## src/rtl/lsc_pkg.sv

```systemverilog
package lsc_pkg;
  localparam int PRESC_W = 5;
  localparam logic [15:0] CTRL_KEY = 16'h16AA;
  localparam int unsigned OFS_CTRL  = 32'h00;
  localparam int unsigned OFS_PRESC = 32'h08;
  localparam int unsigned OFS_GATE  = 32'h60;

  // strobes and settings from control to datapath
  typedef struct packed {
    logic               useExt;
    logic               extEn;
    logic               gateEn;
    logic               divRestart;
    logic [PRESC_W-1:0] presc;
  } lscCfg_t;
endpackage

```

## src/rtl/lsc_ctrl.sv

```systemverilog
module lsc_ctrl
  import lsc_pkg::*;
#(
  parameter int ADDR_W = 8
) (
  input  logic              clk,
  input  logic              rstN,
  input  logic              busWe,
  input  logic [ADDR_W-1:0] busAddr,
  input  logic [31:0]       busWdata,
  output logic [31:0]       busRdata,
  input  logic              extFail,
  output lscCfg_t           cfg
);
  logic selExt, extEn, bypass, gateEn;
  logic [PRESC_W-1:0] presc;
  logic selN, enN, bypN;
  logic hitCtrl, hitPresc, hitGate;
  logic keyOk, ctrlUpd;

  assign hitCtrl  = busAddr == ADDR_W'(OFS_CTRL);
  assign hitPresc = busAddr == ADDR_W'(OFS_PRESC);
  assign hitGate  = busAddr == ADDR_W'(OFS_GATE);
  assign keyOk    = busWdata[31:16] == CTRL_KEY;
  assign ctrlUpd  = busWe && hitCtrl && keyOk;

  always_comb begin
    selN = selExt;
    enN  = extEn;
    bypN = bypass;
    if (ctrlUpd) begin
      selN = busWdata[0];
      enN  = busWdata[4];
      bypN = busWdata[15];
    end
    if (extFail && !bypN) selN = 1'b0;
  end

  always_ff @(posedge clk or negedge rstN) begin
    if (!rstN) begin
      selExt <= 1'b0;
      extEn  <= 1'b0;
      bypass <= 1'b0;
      gateEn <= 1'b0;
      presc  <= '0;
    end else begin
      selExt <= selN;
      extEn  <= enN;
      bypass <= bypN;
      if (busWe && hitGate)  gateEn <= busWdata[0];
      if (busWe && hitPresc) presc  <= busWdata[PRESC_W-1:0];
    end
  end

  always_comb begin
    busRdata = '0;
    if (hitCtrl) begin
      busRdata[0]  = selExt;
      busRdata[4]  = extEn;
      busRdata[15] = bypass;
    end else if (hitPresc) begin
      busRdata[PRESC_W-1:0] = presc;
    end else if (hitGate) begin
      busRdata[0] = gateEn;
    end
  end

  assign cfg.useExt     = selExt;
  assign cfg.extEn      = extEn;
  assign cfg.gateEn     = gateEn;
  assign cfg.divRestart = busWe && hitPresc;
  assign cfg.presc      = presc;

  AST_KEY_GUARD: assert property (@(posedge clk) disable iff (!rstN)
    (busWe && hitCtrl && !keyOk && !(extFail && !bypass))
      |=> ($stable(selExt) && $stable(extEn) && $stable(bypass)));
  AST_FALLBACK: assert property (@(posedge clk) disable iff (!rstN)
    (extFail && !bypass && !ctrlUpd) |=> !selExt);
  AST_BYPASS_HOLDS: assert property (@(posedge clk) disable iff (!rstN)
    (bypass && !ctrlUpd) |=> $stable(selExt));
endmodule

```

## src/rtl/lsc_divider.sv

```systemverilog
module lsc_divider
  import lsc_pkg::*;
#(
  parameter int PRE_DIV = 32
) (
  input  logic               clk,
  input  logic               rstN,
  input  logic               restart,
  input  logic [PRESC_W-1:0] presc,
  output logic               intClk
);
  logic preTick;
  logic [PRESC_W-1:0] presCnt;

  generate
    if (PRE_DIV > 1) begin : g_pre
      localparam int PRE_W = $clog2(PRE_DIV);
      logic [PRE_W-1:0] preCnt;
      assign preTick = preCnt == PRE_W'(PRE_DIV - 1);
      always_ff @(posedge clk or negedge rstN) begin
        if (!rstN)        preCnt <= '0;
        else if (restart) preCnt <= '0;
        else if (preTick) preCnt <= '0;
        else              preCnt <= preCnt + 1'b1;
      end
    end else begin : g_nopre
      assign preTick = 1'b1;
    end
  endgenerate

  always_ff @(posedge clk or negedge rstN) begin
    if (!rstN) begin
      presCnt <= '0;
      intClk  <= 1'b0;
    end else if (restart) begin
      presCnt <= '0;
      intClk  <= 1'b0;
    end else if (preTick) begin
      if (presCnt == presc) begin
        presCnt <= '0;
        intClk  <= ~intClk;
      end else begin
        presCnt <= presCnt + 1'b1;
      end
    end
  end

  AST_PRES_BOUND: assert property (@(posedge clk) disable iff (!rstN)
    presCnt <= presc);
endmodule

```

## src/rtl/lsc_datapath.sv

```systemverilog
module lsc_datapath
  import lsc_pkg::*;
#(
  parameter int PRE_DIV    = 32,
  parameter int FAIL_LIMIT = 64
) (
  input  logic    clk,
  input  logic    rstN,
  input  logic    extOsc,
  input  lscCfg_t cfg,
  output logic    extFail,
  output logic    lsClk,
  output logic    lsOut
);
  localparam int CNT_W = $clog2(FAIL_LIMIT);

  logic extMeta, extSync, extPrev, extEdge;
  logic [CNT_W-1:0] quietCnt;
  logic intClk, actSel;

  always_ff @(posedge clk or negedge rstN) begin
    if (!rstN) begin
      extMeta <= 1'b0;
      extSync <= 1'b0;
      extPrev <= 1'b0;
    end else begin
      extMeta <= extOsc;
      extSync <= extMeta;
      extPrev <= extSync;
    end
  end
  assign extEdge = extSync ^ extPrev;

  always_ff @(posedge clk or negedge rstN) begin
    if (!rstN) begin
      quietCnt <= '0;
      extFail  <= 1'b0;
    end else if (!cfg.extEn || extEdge) begin
      quietCnt <= '0;
      extFail  <= 1'b0;
    end else if (quietCnt == CNT_W'(FAIL_LIMIT - 1)) begin
      extFail  <= 1'b1;
    end else begin
      quietCnt <= quietCnt + 1'b1;
    end
  end

  lsc_divider #(.PRE_DIV(PRE_DIV)) u_div (
    .clk     (clk),
    .rstN    (rstN),
    .restart (cfg.divRestart),
    .presc   (cfg.presc),
    .intClk  (intClk)
  );

  always_ff @(posedge clk or negedge rstN) begin
    if (!rstN) begin
      actSel <= 1'b0;
      lsClk  <= 1'b0;
      lsOut  <= 1'b0;
    end else begin
      if (cfg.useExt != actSel && ((!intClk && !extSync) || extFail))
        actSel <= cfg.useExt;
      lsClk <= actSel ? extSync : intClk;
      lsOut <= lsClk & cfg.gateEn;
    end
  end

  AST_SAFE_SWITCH: assert property (@(posedge clk) disable iff (!rstN)
    !$stable(actSel) |-> ($past(!intClk && !extSync) || $past(extFail)));
  AST_GATE_OFF: assert property (@(posedge clk) disable iff (!rstN)
    !cfg.gateEn |=> !lsOut);
  AST_EDGE_CLEARS: assert property (@(posedge clk) disable iff (!rstN)
    extEdge |=> !extFail);
endmodule

```

## src/rtl/lsclk_selector.sv

```systemverilog
module lsclk_selector
  import lsc_pkg::*;
#(
  parameter int PRE_DIV    = 32,
  parameter int FAIL_LIMIT = 64,
  parameter int ADDR_W     = 8
) (
  input  logic              clk,
  input  logic              rstN,
  input  logic              busWe,
  input  logic [ADDR_W-1:0] busAddr,
  input  logic [31:0]       busWdata,
  output logic [31:0]       busRdata,
  input  logic              extOsc,
  output logic              lsClk,
  output logic              lsOut
);
  lscCfg_t cfg;
  logic    extFail;

  lsc_ctrl #(.ADDR_W(ADDR_W)) u_ctrl (
    .clk      (clk),
    .rstN     (rstN),
    .busWe    (busWe),
    .busAddr  (busAddr),
    .busWdata (busWdata),
    .busRdata (busRdata),
    .extFail  (extFail),
    .cfg      (cfg)
  );

  lsc_datapath #(.PRE_DIV(PRE_DIV), .FAIL_LIMIT(FAIL_LIMIT)) u_dp (
    .clk     (clk),
    .rstN    (rstN),
    .extOsc  (extOsc),
    .cfg     (cfg),
    .extFail (extFail),
    .lsClk   (lsClk),
    .lsOut   (lsOut)
  );
endmodule

```

## config.mk

```make
export PLATFORM = sky130hd
export DESIGN_NAME = lsclk_selector
export DESIGN_NICKNAME = d
export VERILOG_FILES = /design/src/rtl/lsc_pkg.sv /design/src/rtl/lsc_ctrl.sv /design/src/rtl/lsc_divider.sv /design/src/rtl/lsc_datapath.sv /design/src/rtl/lsclk_selector.sv
export SDC_FILE = /design/constraint.sdc
export NUM_CORES = 1
export LEC_CHECK = 0
export CELL_PAD_IN_SITES_DETAIL_PLACEMENT = 1
export CELL_PAD_IN_SITES_GLOBAL_PLACEMENT = 1
export CORE_MARGIN = 2
export CORE_UTILIZATION = 35
export CTS_BUF_LIST = sky130_fd_sc_hd__clkbuf_2
export DETAILED_ROUTE_END_ITERATION = 10
export PLACE_DENSITY = 0.89
export REMOVE_ABC_BUFFERS = 1
export SLEW_MARGIN = 0
export SYNTH_ARGS = -nofsm -noshare
export SYNTH_HDL_FRONTEND = slang
export SYNTH_SLANG_ARGS = --single-unit
```

## constraint.sdc

```tcl
create_clock -name clk -period 2.9 [get_ports clk]
set_input_delay 0.58 -clock clk [delete_from_list [all_inputs] [get_ports clk]]
set_output_delay 0.58 -clock clk [all_outputs]
set_load 0.03 [all_outputs]
```

# == Yosys cells after proc, flatten, opt, wreduce, memory -nomap -nowiden ==
# Cells that the tools add are included.
# word_totals
ff_bits,33
in_bits,44
out_inout_bits,34
elab_cells,72
# classes
n_addsub,3
eq_ne,8
mux,23
bitwise_logic,3
reduce_logical,19
# ops
operator,n
5-bit two-way mux,5
16-bit by 13-bit == test with 1-bit output (second input constant),1
1-bit two-way mux,14
6-bit two-way mux,2
5-bit by 1-bit adder with 5-bit output (second input constant),2
8-bit by 4-bit == test with 1-bit output (second input constant),1
8-bit by 7-bit == test with 1-bit output (second input constant),1
8-bit logical NOT,1
2-bit nonzero test,4
1-bit logical AND,7
6-bit by 1-bit adder with 6-bit output (second input constant),1
6-bit == test (second input constant),1
5-bit == test,1
5-bit == test (second input constant),1
1-bit logical NOT,4
4-bit two-way mux,1
3-bit two-way mux,1
1-bit logical OR,2
2-bit by 1-bit != test with 1-bit output (second input constant),1
2-bit AND reduction,1
1-bit AND,1
1-bit != test,1
1-bit inverter,1
1-bit XOR,1

# == Logic depth before layout (Yosys ltp) ==
# depth
ltp_word,7
depth_mapped,7

# == By module ==
# From an unflattened synthesis, not the netlist that was laid out.
# hier_totals
cells_unflattened,182
area_unflattened_um2,1946.9
# modules_own_cells
module,n_inst,cells_each,area_per_inst_um2
lsc_ctrl,1,77,800.8
lsc_divider,1,57,580.6
lsc_datapath,1,48,565.5

# == Worst setup path before layout ==
# Ideal clock, no wire load.
# synth_path
path_type,input-to-output
from,input port busAddr[5]
to,output port busRdata[0]
t_arrival_ns,1.745
path_slack_ns,0.575
cell_stages,3
cell_sequence,nor4_4 nand2_2 o21ai_0
# synth_between
elab_chain_cells,4
word_cells_on_any_way,6
cone_classes,2 x eq/ne; 3 x mux; 1 x reduce/logical
# synth_rtl
item,line,source
start: declaration,lsclk_selector.sv:11,"input logic [ADDR_W-1:0] busAddr,"
8-bit by 7-bit == test with 1-bit output,lsc_ctrl.sv:23,assign hitGate = busAddr == ADDR_W'(OFS_GATE);
1-bit two-way mux,lsc_ctrl.sv:63,end else if (hitGate) begin
1-bit two-way mux,lsc_ctrl.sv:61,end else if (hitPresc) begin
1-bit two-way mux *,lsc_ctrl.sv:57,if (hitCtrl) begin
end: declaration,lsclk_selector.sv:13,"output logic [31:0] busRdata,"
# Every way passes the cells marked *; elsewhere a longest branch is shown, timed or not.

# == Final worst setup path ==
# layout_path
from,input port busAddr[1]
to,output port busRdata[0]
# The elaborated chain is that of the path after synthesis.

==> flow_summary.json <==
{
  "slowest_stage": "clkdlybuf4s50_1",
  "htree_levels": 2,
  "holdWs_ps": 372,
  "synth_top_family_by_area": "simple AND/OR/NAND/NOR gates",
  "hold_buffers": 0,
  "die_h_um": 76.8,
  "crit_fanout": 4,
  "fp.dieArea_sq_um": 5890,
  "synth_xor_area_share_pct": 4.73,
  "ant_nets": 0,
  "min-delay-start": "u_dp.extMeta",
  "grt_usage_pct": 14.6,
  "worstMarginPinSlew_ps": 534,
  "crit_arrival_ps": 2060,
  "synth_warnings": 0,
  "slew_headroom_pct": 64.2,
  "coreArea_sq_um": 5110,
  "num_vias": 1391,
  "cts_buffers": 5,
  "hold_viol_final": 0,
  "p_per_area_nw_per_um2": 491,
  "n_antenna_cell": 0,
  "period_minus_slack_ps": 2640,
  "total_power_mw": 1.11,
  "cts_tree": "yes",
  "wl_per_cell_um": 13.5,
  "cts_root_buf": "clkbuf_2",
  "numPortBuffers": 41,
  "cp_data_required_time_ps": 2320,
  "die_x_um": 76.8,
  "worstSetupStartpoint": "busAddr[1]",
  "first_iter_violations": 55,
  "end_kind": "output pin",
  "viasPerCell": 4.75,
  "hold_path.class": "register to register",
  "maxCapViolations": 0,
  "fin_util_pct": 44.3,
  "final_common_cell": "clkdlybuf4s50_1",
  "clk_pin_slew_worst_paths_ps": 160,
  "start_util_pct": 36.3,
  "muxShareOfSynthArea_pct": 6.55,
  "fin_setup_tns_ps": 0,
  "synthCells": 177,
  "synth_area_sq_um": 1850,
  "firstDrtPassIters": 3,
  "antenna_found_initial": 0,
  "postCtsResizedCells": 0,
  "yosysUniqueCellTypes": 44,
  "ir_drop_mv": 0.202,
  "synth_async_sr_flop_share_pct": 100,
  "post-cts-setup-buffer-count": 0,
  "grt_pass1_wl_um": 6970,
  "r2r_start": "u_dp.u_div.g_pre.preCnt[0]",
  "dp_cells": 286,
  "place.gp.congestion": 0.762,
  "status": "completed",
  "final_cell_count_no_fill": 293,
  "cp_cell_sequence": "clkdlybuf4s50_1 > nor4_4 > and4_1 > a22oi_1 > o21ai_0 > buf_4",
  "grt_max_degree": 34,
  "io_pins": 78,
  "crit_family": "simple AND/OR/NAND/NOR gates",
  "fin_crit_sh_pct": 90.9,
  "worstSetupPathType": "primary input to output pin",
  "fin_worst_skew_ps": 21.2,
  "layout_common_cells": "clkdlybuf4s50_1, dfrtp_1, conb_1",
  "area_growth_pct": 22.2,
  "synth_ff_type": "dfrtp_1",
  "rows": 26,
  "drcViolationCount": 0,
  "avgSynthCellArea_sq_um": 10.5,
  "layout-drive-gt1-share_pct": 15.2,
  "dp_hpwl_um": 3110,
  "critPathBufInv": 2,
  "synth-compound-area-share_pct": 5.74,
  "drt-total-wl_um": 3950,
  "synth-simple-area-share_pct": 23.6,
  "slew_viol_final": 0,
  "max_freq_mhz": 379,
  "synth_fa_ha_area_share_pct": 2.70,
  "rsz0062_at_grt": "false",
  "fin_nets": 271,
  "p_leak_nw": 1.03,
  "cts.sinks": 33,
  "yosysSeqAreaShare_pct": 44.6,
  "grt_overflow": 0,
  "ys_ff_latch": 33,
  "clk_latency_ps": 390,
  "setup_viol": 0,
  "start_kind": "primary input",
  "synth_edf_count": 0,
  "grt_pass1_vias": 1482,
  "clock_path_buffers": 2,
  "slowest_delay_ps": 460
}
==> routing by layer <==
| layer | routed length [um] | GRT usage, % | vias to the layer above |
|---|---|---|---|
| li1 | - | - | 657 |
| met1 | 1670 | 17.4 | 693 |
| met2 | 2040 | 24.8 | 33 |
| met3 | 185 | 4.71 | 8 |
| met4 | 58 | 4.91 | 0 |
| met5 | 0 | 0 | - |
==> cell type report <==
cell class                      count  area (sq um)
Tap cell                           70          87.6
Inverter                            2          7.51
Clock buffer                        6          30.0
Multi-Input combinational cell    138           900
Sequential cell                    33           826
Clock inverter                      1          3.75
Timing Repair Buffer               43           410
Fill cell                         604          2840
==> cells by family after synthesis <==
kind of cell               count (synthesis)
other                                      1
AOI/OAI and AO/OA                         17
adders and majority gates                  4
and+or+nand+nor                           70
DFF                                       33
xor gates and xnor gates                  10
muxes                                     11
buffers and inverters                     31
==> report_power, final <==
part | leakage, nW | internal, mW | switching [mW]
logic | 0.577 | 0.142 | 0.153
registers | 0.427 | 0.535 | 0.0683
clock network | 0.0265 | 0.0562 | 0.157
total | 1.03 | 0.733 | 0.378
==> per-stage QoR <==
step           instance area (sq um)  setup WS [ps]
2_1_floorplan                   1730            575
3_3_place_gp                    2230            242
3_5_place_dp                    2230            257
4_1_cts                         2260            256
5_1_grt                         2260            165
6_report                        2260            263
==> cells in the mapped netlist, drive strengths merged, types with 2 or more instances <==
cell,n,area share [%]
dfrtp,33,45
buf,27,11
nor2,14,2.8
mux2,9,5.5
and3,8,2.8
nand2,8,1.8
nor3,8,2.4
and2,7,2.6
nand3,7,1.9
xnor2,7,3.3
o21ai,6,1.6
nor4,5,3.3
a21oi,4,1.1
ha,4,2.7
xor2,3,1.4
a31oi,2,0.68
clkbuf,2,0.41
inv,2,0.41
mux2i,2,1.1
nand4,2,1.0
nor3b,2,0.81
nor4bb,2,1.1
==> state kept, by name, indices dropped and copies added, names as in the netlist <==
signal and flops:
u_dp.quietCnt 6, u_dp.extPrev 1, u_dp.actSel 1, u_dp.extFail 1
u_dp.extMeta 1, u_dp.lsClk 1, u_ctrl.extEn 1, u_dp.u_div.g_pre.preCnt 5
u_ctrl.bypass 1, u_dp.u_div.presCnt 5, u_dp.lsOut 1, u_dp.extSync 1
u_ctrl.presc 5, u_ctrl.selExt 1, u_dp.u_div.intClk 1, u_ctrl.gateEn 1
==> final timing paths <==
check                                             end  slack, ps  cells after the start
max in group asynchronous  u_dp.u_div.g_pre.preCnt[4]       2000                      2
setup reg to reg                    u_dp.u_div.intClk        720                      6
hold / removal                           u_dp.extSync        370                      0
setup / recovery                          busRdata[0]        260                      6
hold reg to reg                          u_dp.extSync        370                      0
min in group asynchronous       u_dp.u_div.presCnt[1]        570                      2
Power figures use the tool's default switching activity.
